===== src/rtl/phy_mgmt_pkg.sv =====
package phy_mgmt_pkg;
    localparam int PRE_BITS   = 32;
    localparam int ADDR_W     = 5;
    localparam int DATA_W     = 16;
    localparam int FRAME_BITS = PRE_BITS + 2 + 2 + 2 * ADDR_W + 2 + DATA_W;
    localparam int TA_FIRST   = PRE_BITS + 4 + 2 * ADDR_W;   // first turnaround bit index
    localparam int DATA_FIRST = TA_FIRST + 2;

    localparam int GO_BIT   = 31;
    localparam int WR_BIT   = 30;
    localparam int ACK_BIT  = 29;
    localparam int REG_LSB  = 21;
    localparam int PHY_LSB  = 16;
    localparam int IDLE_BIT = 31;
    localparam int EN_BIT   = 30;

    typedef struct packed {
        logic              go;
        logic              wr;
        logic [ADDR_W-1:0] reg_a;
        logic [ADDR_W-1:0] phy_a;
        logic [DATA_W-1:0] data;
    } mgmt_cmd_t;

    function automatic logic [FRAME_BITS-1:0] build_frame(mgmt_cmd_t c);
        logic [1:0]        op;
        logic [1:0]        ta;
        logic [DATA_W-1:0] d;
        op = c.wr ? 2'b01 : 2'b10;
        ta = c.wr ? 2'b10 : 2'b11;
        d  = c.wr ? c.data : {DATA_W{1'b1}};
        return {{PRE_BITS{1'b1}}, 2'b01, op, c.phy_a, c.reg_a, ta, d};
    endfunction
endpackage


===== src/rtl/phy_mgmt_clkgen.sv =====
module phy_mgmt_clkgen #(
    parameter int DIV_W = 16
) (
    input  logic             clk,
    input  logic             rst,
    input  logic             run,
    input  logic [DIV_W-1:0] div,
    output logic             mdc,
    output logic             rise_tk,
    output logic             fall_tk
);
    localparam logic [DIV_W:0]   ONE_X = 1;
    localparam logic [DIV_W-1:0] ONE_D = 1;

    logic [DIV_W-1:0] cnt;
    logic [DIV_W-1:0] d_eff;
    logic [DIV_W:0]   hi_start;

    // a zero divider is clamped so the clock keeps a low and a high phase
    assign d_eff    = (div == '0) ? ONE_D : div;
    assign hi_start = ({1'b0, d_eff} + ONE_X) >> 1;
    assign rise_tk  = run && ({1'b0, cnt} == hi_start - ONE_X);
    assign fall_tk  = run && (cnt == d_eff);

    always_ff @(posedge clk) begin
        if (rst || !run) begin
            cnt <= '0;
            mdc <= 1'b0;
        end else if (fall_tk) begin
            cnt <= '0;
            mdc <= 1'b0;
        end else begin
            cnt <= cnt + ONE_D;
            if (rise_tk) mdc <= 1'b1;
        end
    end

    p_mdc_rest_low_r2: assert property (@(posedge clk) disable iff (rst)
        !run |=> !mdc);
endmodule


===== src/rtl/phy_mgmt_shifter.sv =====
module phy_mgmt_shifter
    import phy_mgmt_pkg::*;
(
    input  logic                  clk,
    input  logic                  rst,
    input  logic                  start,
    input  logic [FRAME_BITS-1:0] frame_in,
    input  logic                  is_rd,
    input  logic                  rise_tk,
    input  logic                  fall_tk,
    input  logic                  mdio_in,
    output logic                  busy,
    output logic                  done,
    output logic                  mdio_out,
    output logic                  mdio_oe,
    output logic [DATA_W-1:0]     rd_data,
    output logic                  ack
);
    localparam int IDX_W = $clog2(FRAME_BITS);
    localparam logic [IDX_W-1:0] LAST_IDX = IDX_W'(FRAME_BITS - 1);
    localparam logic [IDX_W-1:0] TA2_IDX  = IDX_W'(TA_FIRST + 1);
    localparam logic [IDX_W-1:0] TA1_IDX  = IDX_W'(TA_FIRST);
    localparam logic [IDX_W-1:0] DAT_IDX  = IDX_W'(DATA_FIRST);
    localparam logic [IDX_W-1:0] ONE_I    = 1;

    logic [FRAME_BITS-1:0] sr;
    logic [IDX_W-1:0]      idx;
    logic                  rd_q;
    logic                  ta_smp;

    assign done     = busy && fall_tk && (idx == LAST_IDX);
    assign mdio_out = sr[FRAME_BITS-1];
    assign mdio_oe  = busy && (!rd_q || (idx < TA1_IDX));
    assign ack      = rd_q && !ta_smp;

    always_ff @(posedge clk) begin
        if (rst) begin
            sr      <= '1;
            idx     <= '0;
            busy    <= 1'b0;
            rd_q    <= 1'b0;
            ta_smp  <= 1'b1;
            rd_data <= '0;
        end else if (start && !busy) begin
            sr     <= frame_in;
            idx    <= '0;
            busy   <= 1'b1;
            rd_q   <= is_rd;
            ta_smp <= 1'b1;
        end else if (busy) begin
            if (rise_tk) begin
                if (idx == TA2_IDX) ta_smp <= mdio_in;
                if (idx >= DAT_IDX) rd_data <= {rd_data[DATA_W-2:0], mdio_in};
            end
            if (fall_tk) begin
                if (idx == LAST_IDX) begin
                    busy <= 1'b0;
                    sr   <= '1;
                end else begin
                    idx <= idx + ONE_I;
                    sr  <= {sr[FRAME_BITS-2:0], 1'b1};
                end
            end
        end
    end

    p_done_ends_frame_r8: assert property (@(posedge clk) disable iff (rst)
        done |=> !busy);
    p_ack_only_read_r7: assert property (@(posedge clk) disable iff (rst)
        (done && !rd_q) |-> !ack);
endmodule


===== src/rtl/phy_mgmt_master.sv =====
module phy_mgmt_master
    import phy_mgmt_pkg::*;
#(
    parameter int DIV_W = 16
) (
    input  logic        clk,
    input  logic        rst,
    input  logic        bus_wr,
    input  logic        bus_sel,
    input  logic [31:0] bus_wdata,
    output logic [31:0] bus_rdata,
    input  logic        mdio_in,
    output logic        mdc,
    output logic        mdio_out,
    output logic        mdio_oe
);
    localparam int PAD_W = 30 - DIV_W;

    logic             ctrl_en;
    logic [DIV_W-1:0] ctrl_div;
    mgmt_cmd_t        cmd;
    logic             acc_ack;
    logic             frame_busy;
    logic             frame_done;
    logic             frame_start;
    logic             rise_tk;
    logic             fall_tk;
    logic             rx_ack;
    logic [DATA_W-1:0] rx_data;
    logic             idle_flag;

    assign frame_start = cmd.go && ctrl_en && !frame_busy;
    assign idle_flag   = !ctrl_en && !frame_busy;

    phy_mgmt_clkgen #(.DIV_W(DIV_W)) clk_i (
        .clk(clk), .rst(rst), .run(frame_busy), .div(ctrl_div),
        .mdc(mdc), .rise_tk(rise_tk), .fall_tk(fall_tk)
    );

    phy_mgmt_shifter shf_i (
        .clk(clk), .rst(rst), .start(frame_start), .frame_in(build_frame(cmd)),
        .is_rd(!cmd.wr), .rise_tk(rise_tk), .fall_tk(fall_tk), .mdio_in(mdio_in),
        .busy(frame_busy), .done(frame_done), .mdio_out(mdio_out),
        .mdio_oe(mdio_oe), .rd_data(rx_data), .ack(rx_ack)
    );

    always_ff @(posedge clk) begin
        if (rst) begin
            ctrl_en  <= 1'b0;
            ctrl_div <= '0;
            cmd      <= '0;
            acc_ack  <= 1'b0;
        end else begin
            if (bus_wr && !bus_sel) begin
                ctrl_en  <= bus_wdata[EN_BIT];
                ctrl_div <= bus_wdata[DIV_W-1:0];
            end
            if (bus_wr && bus_sel && !cmd.go) begin
                cmd.go    <= bus_wdata[GO_BIT];
                cmd.wr    <= bus_wdata[WR_BIT];
                cmd.reg_a <= bus_wdata[REG_LSB +: ADDR_W];
                cmd.phy_a <= bus_wdata[PHY_LSB +: ADDR_W];
                cmd.data  <= bus_wdata[DATA_W-1:0];
                acc_ack   <= 1'b0;
            end
            if (frame_done) begin
                cmd.go  <= 1'b0;
                acc_ack <= rx_ack;
                if (!cmd.wr) cmd.data <= rx_data;
            end
        end
    end

    always_comb begin
        if (bus_sel)
            bus_rdata = {cmd.go, cmd.wr, acc_ack, 3'b000, cmd.reg_a, cmd.phy_a, cmd.data};
        else
            bus_rdata = {idle_flag, ctrl_en, {PAD_W{1'b0}}, ctrl_div};
    end

    p_oe_in_frame_r5: assert property (@(posedge clk) disable iff (rst)
        mdio_oe |-> frame_busy);
    p_go_held_r8: assert property (@(posedge clk) disable iff (rst)
        (cmd.go && !frame_done) |=> cmd.go);
    p_start_needs_en_r9: assert property (@(posedge clk) disable iff (rst)
        $rose(frame_busy) |-> $past(ctrl_en));
    p_out_on_fall_r4: assert property (@(posedge clk) disable iff (rst)
        (mdc && $past(mdc)) |-> $stable(mdio_out));
endmodule


===== config.mk =====
export PLATFORM = sky130hd
export DESIGN_NAME = phy_mgmt_master
export DESIGN_NICKNAME = d
export VERILOG_FILES = /design/src/rtl/phy_mgmt_pkg.sv /design/src/rtl/phy_mgmt_clkgen.sv /design/src/rtl/phy_mgmt_shifter.sv /design/src/rtl/phy_mgmt_master.sv
export SDC_FILE = /design/constraint.sdc
export NUM_CORES = 1
export LEC_CHECK = 0
export ABC_AREA = 1
export CAP_MARGIN = 25
export CORE_ASPECT_RATIO = 0.8
export CORE_MARGIN = 2
export CORE_UTILIZATION = 29
export CTS_BUF_LIST = sky130_fd_sc_hd__clkbuf_2
export DETAILED_ROUTE_END_ITERATION = 7
export GPL_ROUTABILITY_DRIVEN = 0
export PLACE_DENSITY_LB_ADDON = 0.1
export SYNTH_ARGS = -nofsm -noshare
export SYNTH_HDL_FRONTEND = slang
export SYNTH_SLANG_ARGS = --single-unit

===== constraint.sdc =====
create_clock -name clk -period 6.4 [get_ports clk]
set_clock_uncertainty 0.2 [all_clocks]
set_input_delay 0.96 -clock clk [delete_from_list [all_inputs] [get_ports clk]]
set_output_delay 0.96 -clock clk [all_outputs]
set_load 0.05 [all_outputs]

==> results of run 1 <==
state kept, by name, summed over array words and instances (netlist names), 6 cells and up:
register and cells:
shf_i.rd_data 16, ctrl_div 16, shf_i.idx 6, clk_i.cnt 16, cmd 28, shf_i.sr 64
final cells by class:
cell class                 instances  area (um2)  area share, %
tap                              364         455           4.97
sequential                       152        3040           33.2
antenna                            2        5.00         0.0546
clock buffer                      17        85.1          0.928
timing repair buffer              77         791           8.63
clock inverter                    15         183           1.99
inverter                         132         495           5.41
multi-input combinational        859        4110           44.8
synth_stat cells, drive strengths merged:
library cell	number
nor2	183
nor4b	1
nand3	108
nor3b	7
or2	2
o31ai	1
nand2	279
xor2	12
a221oi	1
nand4	37
clkbuf	48
o211a	1
ha	3
conb	1
a211oi	2
dfxtp	152
nand3b	1
buf	14
nor3	13
a21oi	36
o21ai	127
xnor2	4
o22ai	34
nor4	4
clkinv	2
inv	130
per-layer routing:
metal  vias up  routed length (um)  part of all wire (%)
li1       3990                   -                     -
met2       127               10100                    41
met4         0                 194                  0.78
met3        11                 999                   4.0
met5         -                   0                     0
met1      3441               13500                    54
final timing paths:
check        cells after the start         start           endpoint
max reg2reg                     21   ctrl_div[2]  shf_i.rd_data[15]
min reg2reg                      2  shf_i.ta_smp       shf_i.ta_smp
max                              5       bus_sel       bus_rdata[5]
min                              2  shf_i.ta_smp       shf_i.ta_smp
through the flow:
| step | hold WS [ps] | std cells | power, mW | instance area, um2 |
|---|---|---|---|---|
| 2_1_floorplan | 230 | 1205 | 1.25 | 7930 |
| 3_3_place_gp | 250 | 1581 | 1.36 | 8820 |
| 3_5_place_dp | 253 | 1581 | 1.36 | 8820 |
| 4_1_cts | 289 | 1613 | 1.98 | 9090 |
| 5_1_grt | 295 | 1618 | 2.07 | 9170 |
| 6_report | 291 | 1618 | 1.95 | 9170 |
power groups by stage:
| stage | logic, mW | clock network [mW] | registers (mW) |
|---|---|---|---|
| 2_1_floorplan | 0.243 | 0 | 1.01 |
| 3_3_place_gp | 0.338 | 0 | 1.02 |
| 3_5_place_dp | 0.339 | 0 | 1.02 |
| 4_1_cts | 0.340 | 0.638 | 1.00 |
| 5_1_grt | 0.384 | 0.673 | 1.01 |
| 6_report | 0.343 | 0.607 | 1.00 |
tightest hold or removal path, stage by stage, from the launching register on:
cell and delay [ps]:
dfxtp_1 380, nand2_1 60, nand3_1 50
logic make-up (layout without fill, tap and decap cells):
logic type,count (synthesis),after routing,share of synthesized area (%)
buffers and inverters,194,241,9.85
AND/OR/NAND/NOR,635,635,36.0
adder cells (fa/ha/maj),3,3,0.474
flip-flops,152,152,38.4
other,1,5,0.0473
AO/OA/AOI/OAI,202,202,13.5
XOR/XNOR,16,16,1.77
==> run_results.csv, run 1 <==
group,metric,value,unit
run_status,status,"finished, final reports clean",
critical_path,crit_chain,"clkdlybuf4s50_1 -> buf_16 -> buf_4 -> o21ai_0 -> clkdlybuf4s50_1",
critical_path,timing.reg2reg.setup_slack,2620,ps
critical_path,critical_path.endpoint_type,"output pin",
die,chipHeight,152,um
routing,wl,24800,um
sta,fin_ws,2170,ps
yosys,postSynthAreaPerCell,6.59,um2
grt,grt_pass1_vias,7275,
routing,drc,0,
grt,globalRoute.busiestLayer,"met1",
sta,report.final.hold_viol_count,0,
grt,grt_use_met1,27.7,%
clocking,postCtsHoldBufs,0,
critical_path,critPathKind,"primary input to output pin",
pwr,sw_frac_of_total,34.0,%
pwr,comb_power_share,17.6,%
clocking,cts_setup_buffers,0,
min_path,hold_path.class,"flop to flop",
pwr,power_switching,0.665,mW
clocking,ctsRootBufferMaster,"clkbuf_2",
pwr,power.leakage,3.92,nW
grt,maximum_number_of_pins_on_one_net_before_global_route_repair,65,
critical_path,timing.critical_path.from_type,"primary input",
yosys,cells_after_synth,1203,
grt,gr-usage-met3,2.77,%
yosys,synth_largest_type_area_fraction,38.4,%
yosys,mappedNetlistArea,7930,um2
yosys,ys.warnings.count,0,
sta,slew-limit-headroom,35.5,%
grt,grt_pass1_wl,40300,um
clocking,clockBufferDepth,2,
yosys,synthTopCellsByArea,"dfxtp_1 (38%), nand2_1 (13%), nor2_1 (8.1%)",
critical_path,timing.critical_path.required,5240,ps
pwr,power.clock.fraction,31.1,%
die,starting_density_of_the_core,29.3,%
final_layout,post-route-util,33.8,%
grt,antenna_found_initial,1,
routing,drt_pass1_iterations,5,
clocking,cts.sinks,152,
clocking,clock_tree_from_tritoncts,"yes",
pwr,cell_internal_pwr,1.29,mW
die,floorplan.rows,54,
placement,dp_slack,1650,ps
sta,setup_viol,0,
yosys,sequential_element_share_of_the_synthesized_area,38.4,%
critical_path,worstPathBufferInverterCount,4,
sta,timing.fmax,236,MHz
final_layout,syn_to_final_growth,15.7,%
sta,timing.final.crit_share,66.1,%
clocking,clk_latency,770,ps
yosys,synth_area_leader_cell,"dfxtp_1",
final_layout,final_net_count,1279,
grt,gr-usage-all-layers,17.7,%
critical_path,path_max_fanout,26,
routing,routed-via-count,7569,
routing,post_drt_via_cell_ratio,4.68,
clocking,post_cts.resized_instances,0,
sta,rsz0062_at_grt,"no",
grt,grt_overflow_total,0,
critical_path,timing.critical_path.mode_cell,"clkdlybuf4s50_1",
sta,layout_min_cycle_time,4230,ps
pwr,peakVddDrop,0.134,mV
pwr,cellPowerDensity,213,nW/um2
final_layout,drive_gt1_share,6.71,%
sta,timing_max_transition_violations_final,0,
final_layout,layout_commonest_cell,"nand2_1",
final_layout,top_library_cells_by_usage_in_the_layout_fill_and_taps_aside,"nand2_1 (265), nor2_1 (172), dfxtp_1 (152)",
yosys,ys_types,38,
yosys,ys_seq_elements,152,
sta,tightest_slew,965,ps
grt,gr_met2_demand_resource,25.3,%
routing,antenna_violating_nets_post_route,0,
critical_path,crit_path_max_incr_delay,860,ps
die,die_width,189,um
clocking,cts_buffers,17,
routing,drc_marker_count_from_the_first_detailed_route_iteration,428,
die,coreArea,27100,um2
job,cap_violations,0,
final_layout,fillCellCount,3005,
critical_path,worstPathArrival,3070,ps
die,die_area,28700,um2
sta,setup_tns,0,ps
die,ioPinCount,72,
clocking,cts.htree.levels,4,
placement,dp_hpwl,17600,um
critical_path,critPathSlowestCell,"clkdlybuf4s50_1",
pwr,seq_power_share,51.4,%
clocking,clock_pin_slew_on_the_worst_setup_and_hold_paths,270,ps
routing,avgRoutedWirePerCell,15.3,um
placement,placement.io_buffers,64,
critical_path,timing.critical_path.max_delay_family,"buffers and inverters",
Note: power is estimated with default switching activity, not from simulation.
==> inputs of run 2 (changes only) <==
Clock period 6.4 ns to 3.5 ns, I/O delays scaled along.
==> run 2 against run 1 <==
  * Worst hold slack lost 150 ps
  * Die area unchanged
  * Register-to-register slack worse by 2200 ps
  * Core utilization rose by 1.5 points
  * Final cell count is 0.99% higher
  * Critical endpoint is now mdio_oe
  * Flip-flop and latch count unchanged
  * Clock-buffer cell count increased by 1
  * Clock power up 88%
  * Combinational power increased by 110%
  * Largest cell class unchanged
  * Total power increased by 88%
==> run_results.csv, run 2 (synthesized netlist as in run 1, its figures left out) <==
group,metric,value,unit
clocking,postCtsHoldBufs,0,
clocking,cts_buffers,17,
final_layout,multi_input_area,4110,um2
placement,placed_cells,1601,
die,starting_density_of_the_core,29.3,%
routing,antenna_violating_nets_post_route,0,
clocking,clock_tree_from_tritoncts,"yes",
die,die_width,189,um
die,coreArea,27100,um2
min_path,hold_path.startpoint,"bus_wdata[31]",
routing,drt_pass1_iterations,5,
pwr,peakVddDrop,0.200,mV
pwr,cellPowerDensity,385,nW/um2
grt,antenna_found_initial,2,
clocking,cts.sinks,152,
die,chipHeight,152,um
final_layout,layoutNonFillerInstCount,1634,
sta,setup_tns,0,ps
critical_path,timing.reg2reg.setup_slack,380,ps
critical_path,timing.rr.end,"shf_i.rd_data[13]",
die,ioPinCount,72,
routing,post_drt_via_cell_ratio,4.71,
run_status,status,"finished, final reports clean",
routing,routed-via-count,7696,
final_layout,reg_with_most_ffs,"shf_i.sr",
job,cap_violations,0,
final_layout,top_regs,"shf_i.sr (64), cmd (28)",
sta,rsz0062_at_grt,"no",
critical_path,critPathKind,"flop to output pin",
clocking,clock_pin_slew_on_the_worst_setup_and_hold_paths,240,ps
clocking,cts.htree.levels,4,
final_layout,final_net_count,1297,
final_layout,register_area,3050,um2
critical_path,crit-reg2reg-launch,"ctrl_div[1]",
critical_path,timing.critical_path.to,"mdio_oe",
critical_path,cp-startpoint,"shf_i.idx[4]",
grt,grt_overflow_total,0,
sta,slew-limit-headroom,42.1,%
final_layout,drive_gt1_share,10.8,%
grt,maximum_number_of_pins_on_one_net_before_global_route_repair,39,
sta,layout_min_cycle_time,3310,ps
final_layout,syn_to_final_growth,20.8,%
sta,timing.fmax,303,MHz
placement,dp_hpwl,18000,um
routing,avgRoutedWirePerCell,15.2,um
sta,report.final.hold_viol_count,0,
sta,tightest_slew,863,ps
grt,gr-usage-all-layers,17.8,%
final_layout,layout_commonest_cell,"nand2_1",
routing,drc,0,
final_layout,largest_reg_flops,64,
critical_path,timing.critical_path.from_type,"flop",
sta,timing.final.crit_share,94.4,%
critical_path,critical_path.endpoint_type,"output pin",
critical_path,path_max_fanout,5,
sta,timing_max_transition_violations_final,0,
die,die_area,28700,um2
critical_path,worst-r2r-cell-count,20,
grt,grt_pass1_wl,40400,um
min_path,hold_path.class,"primary input to flop",
routing,drc_marker_count_from_the_first_detailed_route_iteration,467,
routing,wl,24900,um
critical_path,worstPathArrival,2580,ps
placement,placement.io_buffers,64,
final_layout,fillCellCount,2961,
clocking,ctsRootBufferMaster,"clkbuf_2",
clocking,clk_latency,750,ps
final_layout,top_library_cells_by_usage_in_the_layout_fill_and_taps_aside,"nand2_1 (265), nor2_1 (172), dfxtp_1 (143)",
pwr,power.leakage,4.15,nW
grt,grt_pass1_vias,7248,
clocking,clockBufferDepth,2,
sta,setup_viol,0,
critical_path,timing.critical_path.required,2770,ps
die,floorplan.rows,54,
-- run 2: final cells by class --
class,instances,area share [%]
Inverter,132,5.18
Clock buffer,18,0.941
Antenna cell,1,0.0261
Multi-Input combinational cell,859,42.9
Clock inverter,13,1.86
Timing Repair Buffer,95,12.4
Sequential cell,152,31.9
Tap cell,364,4.76
-- run 2: metrics by stage --
| step | total power, mW | util, % | cell area [um2] | setup slack (ps) | hold slack, ps |
|---|---|---|---|---|---|
| after floorplan | 2.29 | - | 7930 | 688 | 230 |
| after CTS | 3.73 | 35.3 | 9550 | 128 | 52.1 |
| after global routing | 3.88 | 35.3 | 9570 | 14.5 | 80.2 |
| final | 3.68 | 35.3 | 9570 | 195 | 145 |
| after detailed placement | 2.57 | 34.3 | 9280 | 280 | 261 |
| after global placement | 2.57 | 34.3 | 9280 | 324 | 256 |
-- run 2: power breakdown --
group          internal [mW]  leakage (nW)  switching, mW  total (mW)
clock network          0.466         0.163          0.674        1.14
registers               1.78          1.24         0.0428        1.83
logic                  0.271          2.75          0.443       0.714
-- run 2: worst max-delay path, stage by stage (launching register included) --
cell,delay (ps)
dfxtp_1,400
nand2_1,180
o31ai_1,100
a21oi_1,300
clkdlybuf4s50_1,880
-- run 2: timing repair --
| item | CTS | global route |
|---|---|---|
| setup buffers | 0 | 1 |
| gates resized for setup | 0 | 9 |
| setup endpoints to repair | 0 | 18 |
-- run 2: worst min-delay path by stage --
stage	endpoint	slack [ps]	cells past startpoint
after detailed placement	shf_i.sr[44]	260	2
after CTS	cmd[27]	50	3
after global routing	cmd[27]	80	3
after floorplan	shf_i.ta_smp	230	2
after global placement	shf_i.sr[39]	260	2
final	cmd[27]	140	3
-- run 2: per-layer routing --
metal | global-route usage (%) | share of wire, % | wire, um
met3 | 2.52 | 3.5 | 881
met4 | 4.06 | 0.78 | 194
met2 | 25.2 | 40 | 10100
met1 | 28.0 | 55 | 13700
met5 | 0 | 0 | 0
==> inputs of run 3 (changes only) <==
Settings changed: ABC_CLOCK_PERIOD_IN_PS set to 3500, SYNTH_HIERARCHICAL set to 1.
==> run 3 against run 2 <==
  * Core utilization is 1.5 points higher
  * Fmax is 2.9% lower
  * Synthesized area is 7.9% higher
  * Highest routed layer unchanged
  * Register-to-register slack worse by 280 ps
==> run_results.csv, run 3 <==
group,metric,value,unit
run_status,status,"finished, final reports clean",
clocking,clock_tree_from_tritoncts,"yes",
critical_path,timing.critical_path.mode_cell,"nor2_1",
critical_path,crit_chain,"nor2_4 -> nand3_2 -> nor2_4 -> nand2_2 -> nand2_2 -> inv_2 -> ha_4 -> xnor2_1 -> nor2_1 -> nand3_2 -> nand3b_1 -> nor2_1 -> nand3_1 -> nor2_1 -> nand3_1 -> nor2_2 -> buf_6 -> inv_4 -> nor3_4 -> buf_12 -> buf_8 -> buf_4 -> o21ai_0 -> nor2_1",
pwr,power.leakage,5.07,nW
yosys,synth_enable_flop_cells,0,
clocking,clockBufferDepth,2,
sta,setup_viol,0,
pwr,cellPowerDensity,350,nW/um2
critical_path,critPathKind,"flop to flop",
sta,setup_tns,0,ps
final_layout,layout_commonest_cell,"nand2_1",
grt,grt_pass1_vias,7794,
final_layout,reg_with_most_ffs,"shf_i/sr",
min_path,hold_path.class,"primary input to flop",
sta,tightest_slew,792,ps
clocking,cts_buffers,17,
routing,post_drt_via_cell_ratio,4.50,
job,cap_violations,0,
routing,drc,0,
yosys,ys_types,47,
final_layout,fillCellCount,3216,
clocking,cts.htree.levels,4,
clocking,clock_pin_slew_on_the_worst_setup_and_hold_paths,310,ps
placement,dp_slack,17.5,ps
yosys,synthTopCellsByArea,"dfxtp_1 (36%), nand2_1 (21%), nor2_1 (6.4%)",
grt,grt_pass1_wl,41400,um
die,coreArea,29100,um2
critical_path,timing.critical_path.required,4060,ps
sta,timing.fmax,294,MHz
critical_path,timing.critical_path.from_type,"flop",
final_layout,largest_reg_flops,64,
routing,drt_pass1_iterations,5,
yosys,synth_largest_type_area_fraction,35.6,%
yosys,cells_after_synth,1346,
sta,timing.final.crit_share,97.2,%
final_layout,top_regs,"shf_i/sr (64), cmd (28)",
sta,fin_ws,97.9,ps
die,starting_density_of_the_core,29.3,%
routing,routed-via-count,8388,
sta,report.final.hold_viol_count,0,
clocking,cts.sinks,152,
grt,maximum_number_of_pins_on_one_net_before_global_route_repair,41,
yosys,ys.warnings.count,6,
clocking,clk_latency,790,ps
sta,slew-limit-headroom,47.2,%
routing,avgRoutedWirePerCell,13.7,um
yosys,asyncSetResetFlopFracSynth,0,%
die,chipHeight,158,um
clocking,ctsRootBufferMaster,"clkbuf_2",
yosys,sequential_element_share_of_the_synthesized_area,35.6,%
routing,wl,25500,um
yosys,synth_area_leader_cell,"dfxtp_1",
critical_path,critPathSlowestCell,"dfxtp_4",
pwr,peakVddDrop,0.180,mV
critical_path,worstPathArrival,3970,ps
grt,antenna_found_initial,1,
die,die_width,196,um
routing,antenna_violating_nets_post_route,0,
yosys,ys_seq_elements,152,
final_layout,syn_to_final_growth,25.5,%
critical_path,crit_path_max_incr_delay,440,ps
placement,dp_hpwl,18500,um
yosys,top_count_cell_post_synth,"nand2_1",
routing,drc_marker_count_from_the_first_detailed_route_iteration,489,
final_layout,top_library_cells_by_usage_in_the_layout_fill_and_taps_aside,"nand2_1 (475), dfxtp_1 (144), nor2_1 (139)",
die,ioPinCount,72,
yosys,mappedNetlistArea,8550,um2
yosys,synth_top_flop_cell,"dfxtp_1",
sta,timing_max_transition_violations_final,0,
die,floorplan.rows,56,
die,die_area,30900,um2
sta,layout_min_cycle_time,3400,ps
critical_path,path_max_fanout,8,
final_layout,final_net_count,1510,
placement,placement.io_buffers,64,
critical_path,critical_path.endpoint_type,"flop",
yosys,postSynthAreaPerCell,6.35,um2
grt,gr-usage-all-layers,17.0,%
yosys,synth.top_cells.by_count,"nand2_1 (480), dfxtp_1 (152), nor2_1 (146)",
final_layout,drive_gt1_share,15.0,%
grt,grt_overflow_total,0,
sta,rsz0062_at_grt,"yes",
[run 3: cell types whose count changed in the layout (fill, tap and decap cells not counted), moves of 11 or more]
cell,before,now
o21ai_0,124,72
buf_4,29,53
nand3_1,102,60
nor2_1,172,139
conb_1,3,38
o21ai_1,3,14
inv_2,5,19
nand2_1,265,475
o22ai_1,34,4
a21oi_1,36,78
[run 3: path summary, 6_finish.rpt]
path / start / endpoint / cells after the start / slack [ps]
hold reg to reg: clk_i/mdc / clk_i/mdc / 2 / 280
setup / recovery: ctrl_div[1] / shf_i/rd_data[7] / 24 / 100
hold / removal: bus_wdata[18] / cmd[18] / 3 / 150
setup reg to reg: ctrl_div[1] / shf_i/rd_data[7] / 24 / 100
[run 3: per-stage QoR]
step                      cells  hold WS [ps]  instance area [um2]  utilization (%)  power, mW
final                      1862           147                10700             36.8       3.76
after global routing       1862          51.0                10700             36.8       3.96
after CTS                  1854          63.7                10500             36.2       3.79
after detailed placement   1810           245                10100             34.7       2.57
after global placement     1810           241                10100             34.7       2.57
after floorplan            1382           230                 8680                -       2.30
[run 3: worst max-delay path: cells and delay by family (launching register included)]
family / cells / cell delay (ps)
AO/OA/AOI/OAI: 1 / 70
XOR/XNOR: 1 / 110
adder cells (fa/ha/maj): 1 / 210
buffers and inverters: 6 / 590
flip-flops: 1 / 440
AND/OR/NAND/NOR: 15 / 1750
[run 3: what timing repair did]
action | CTS | global route
setup buffers | 11 | 6
gates resized for setup | 13 | 49
hold buffers | 0 | 0
cloned | 1 | 1
pin swaps | 8 | 33
endpoints found under the hold margin | 0 | 0
endpoints found under the setup margin | 13 | 18
[run 3: power by group]
group / switching [mW] / internal, mW / leakage (nW)
combinational: 0.466 / 0.295 / 3.67
clock: 0.808 / 0.374 / 0.164
sequential: 0.0291 / 1.78 / 1.24
[run 3: area by class of cell]
type	count	area (um2)	area share [%]
multi-input combinational	1025	4850	45.2
antenna	2	5.00	0.0466
timing repair buffer	127	1490	13.9
tap	377	472	4.40
timing repair inverter	1	6.26	0.0583
clock buffer	17	85.1	0.793
sequential	152	3060	28.5
clock inverter	15	205	1.91
inverter	146	558	5.20
[run 3: cells by family after synthesis]
logic type               count (synthesis)  share of synthesized area (%)
XOR/XNOR                                18                           2.25
AND/OR/NAND/NOR                        783                           39.6
AO/OA/AOI/OAI                          183                           11.4
other                                    2                         0.0879
buffers and inverters                  205                           10.6
flip-flops                             152                           35.6
adder cells (fa/ha/maj)                  3                          0.439
[run 3: layer usage]
layer  GRT usage (%)  vias to the layer above  wire, um
met5               0                        -         0
met1            24.8                     3798     13800
met3            3.49                       18       865
met2            25.8                      120     10600
met4            3.46                        0       301
li1                -                     4452         -
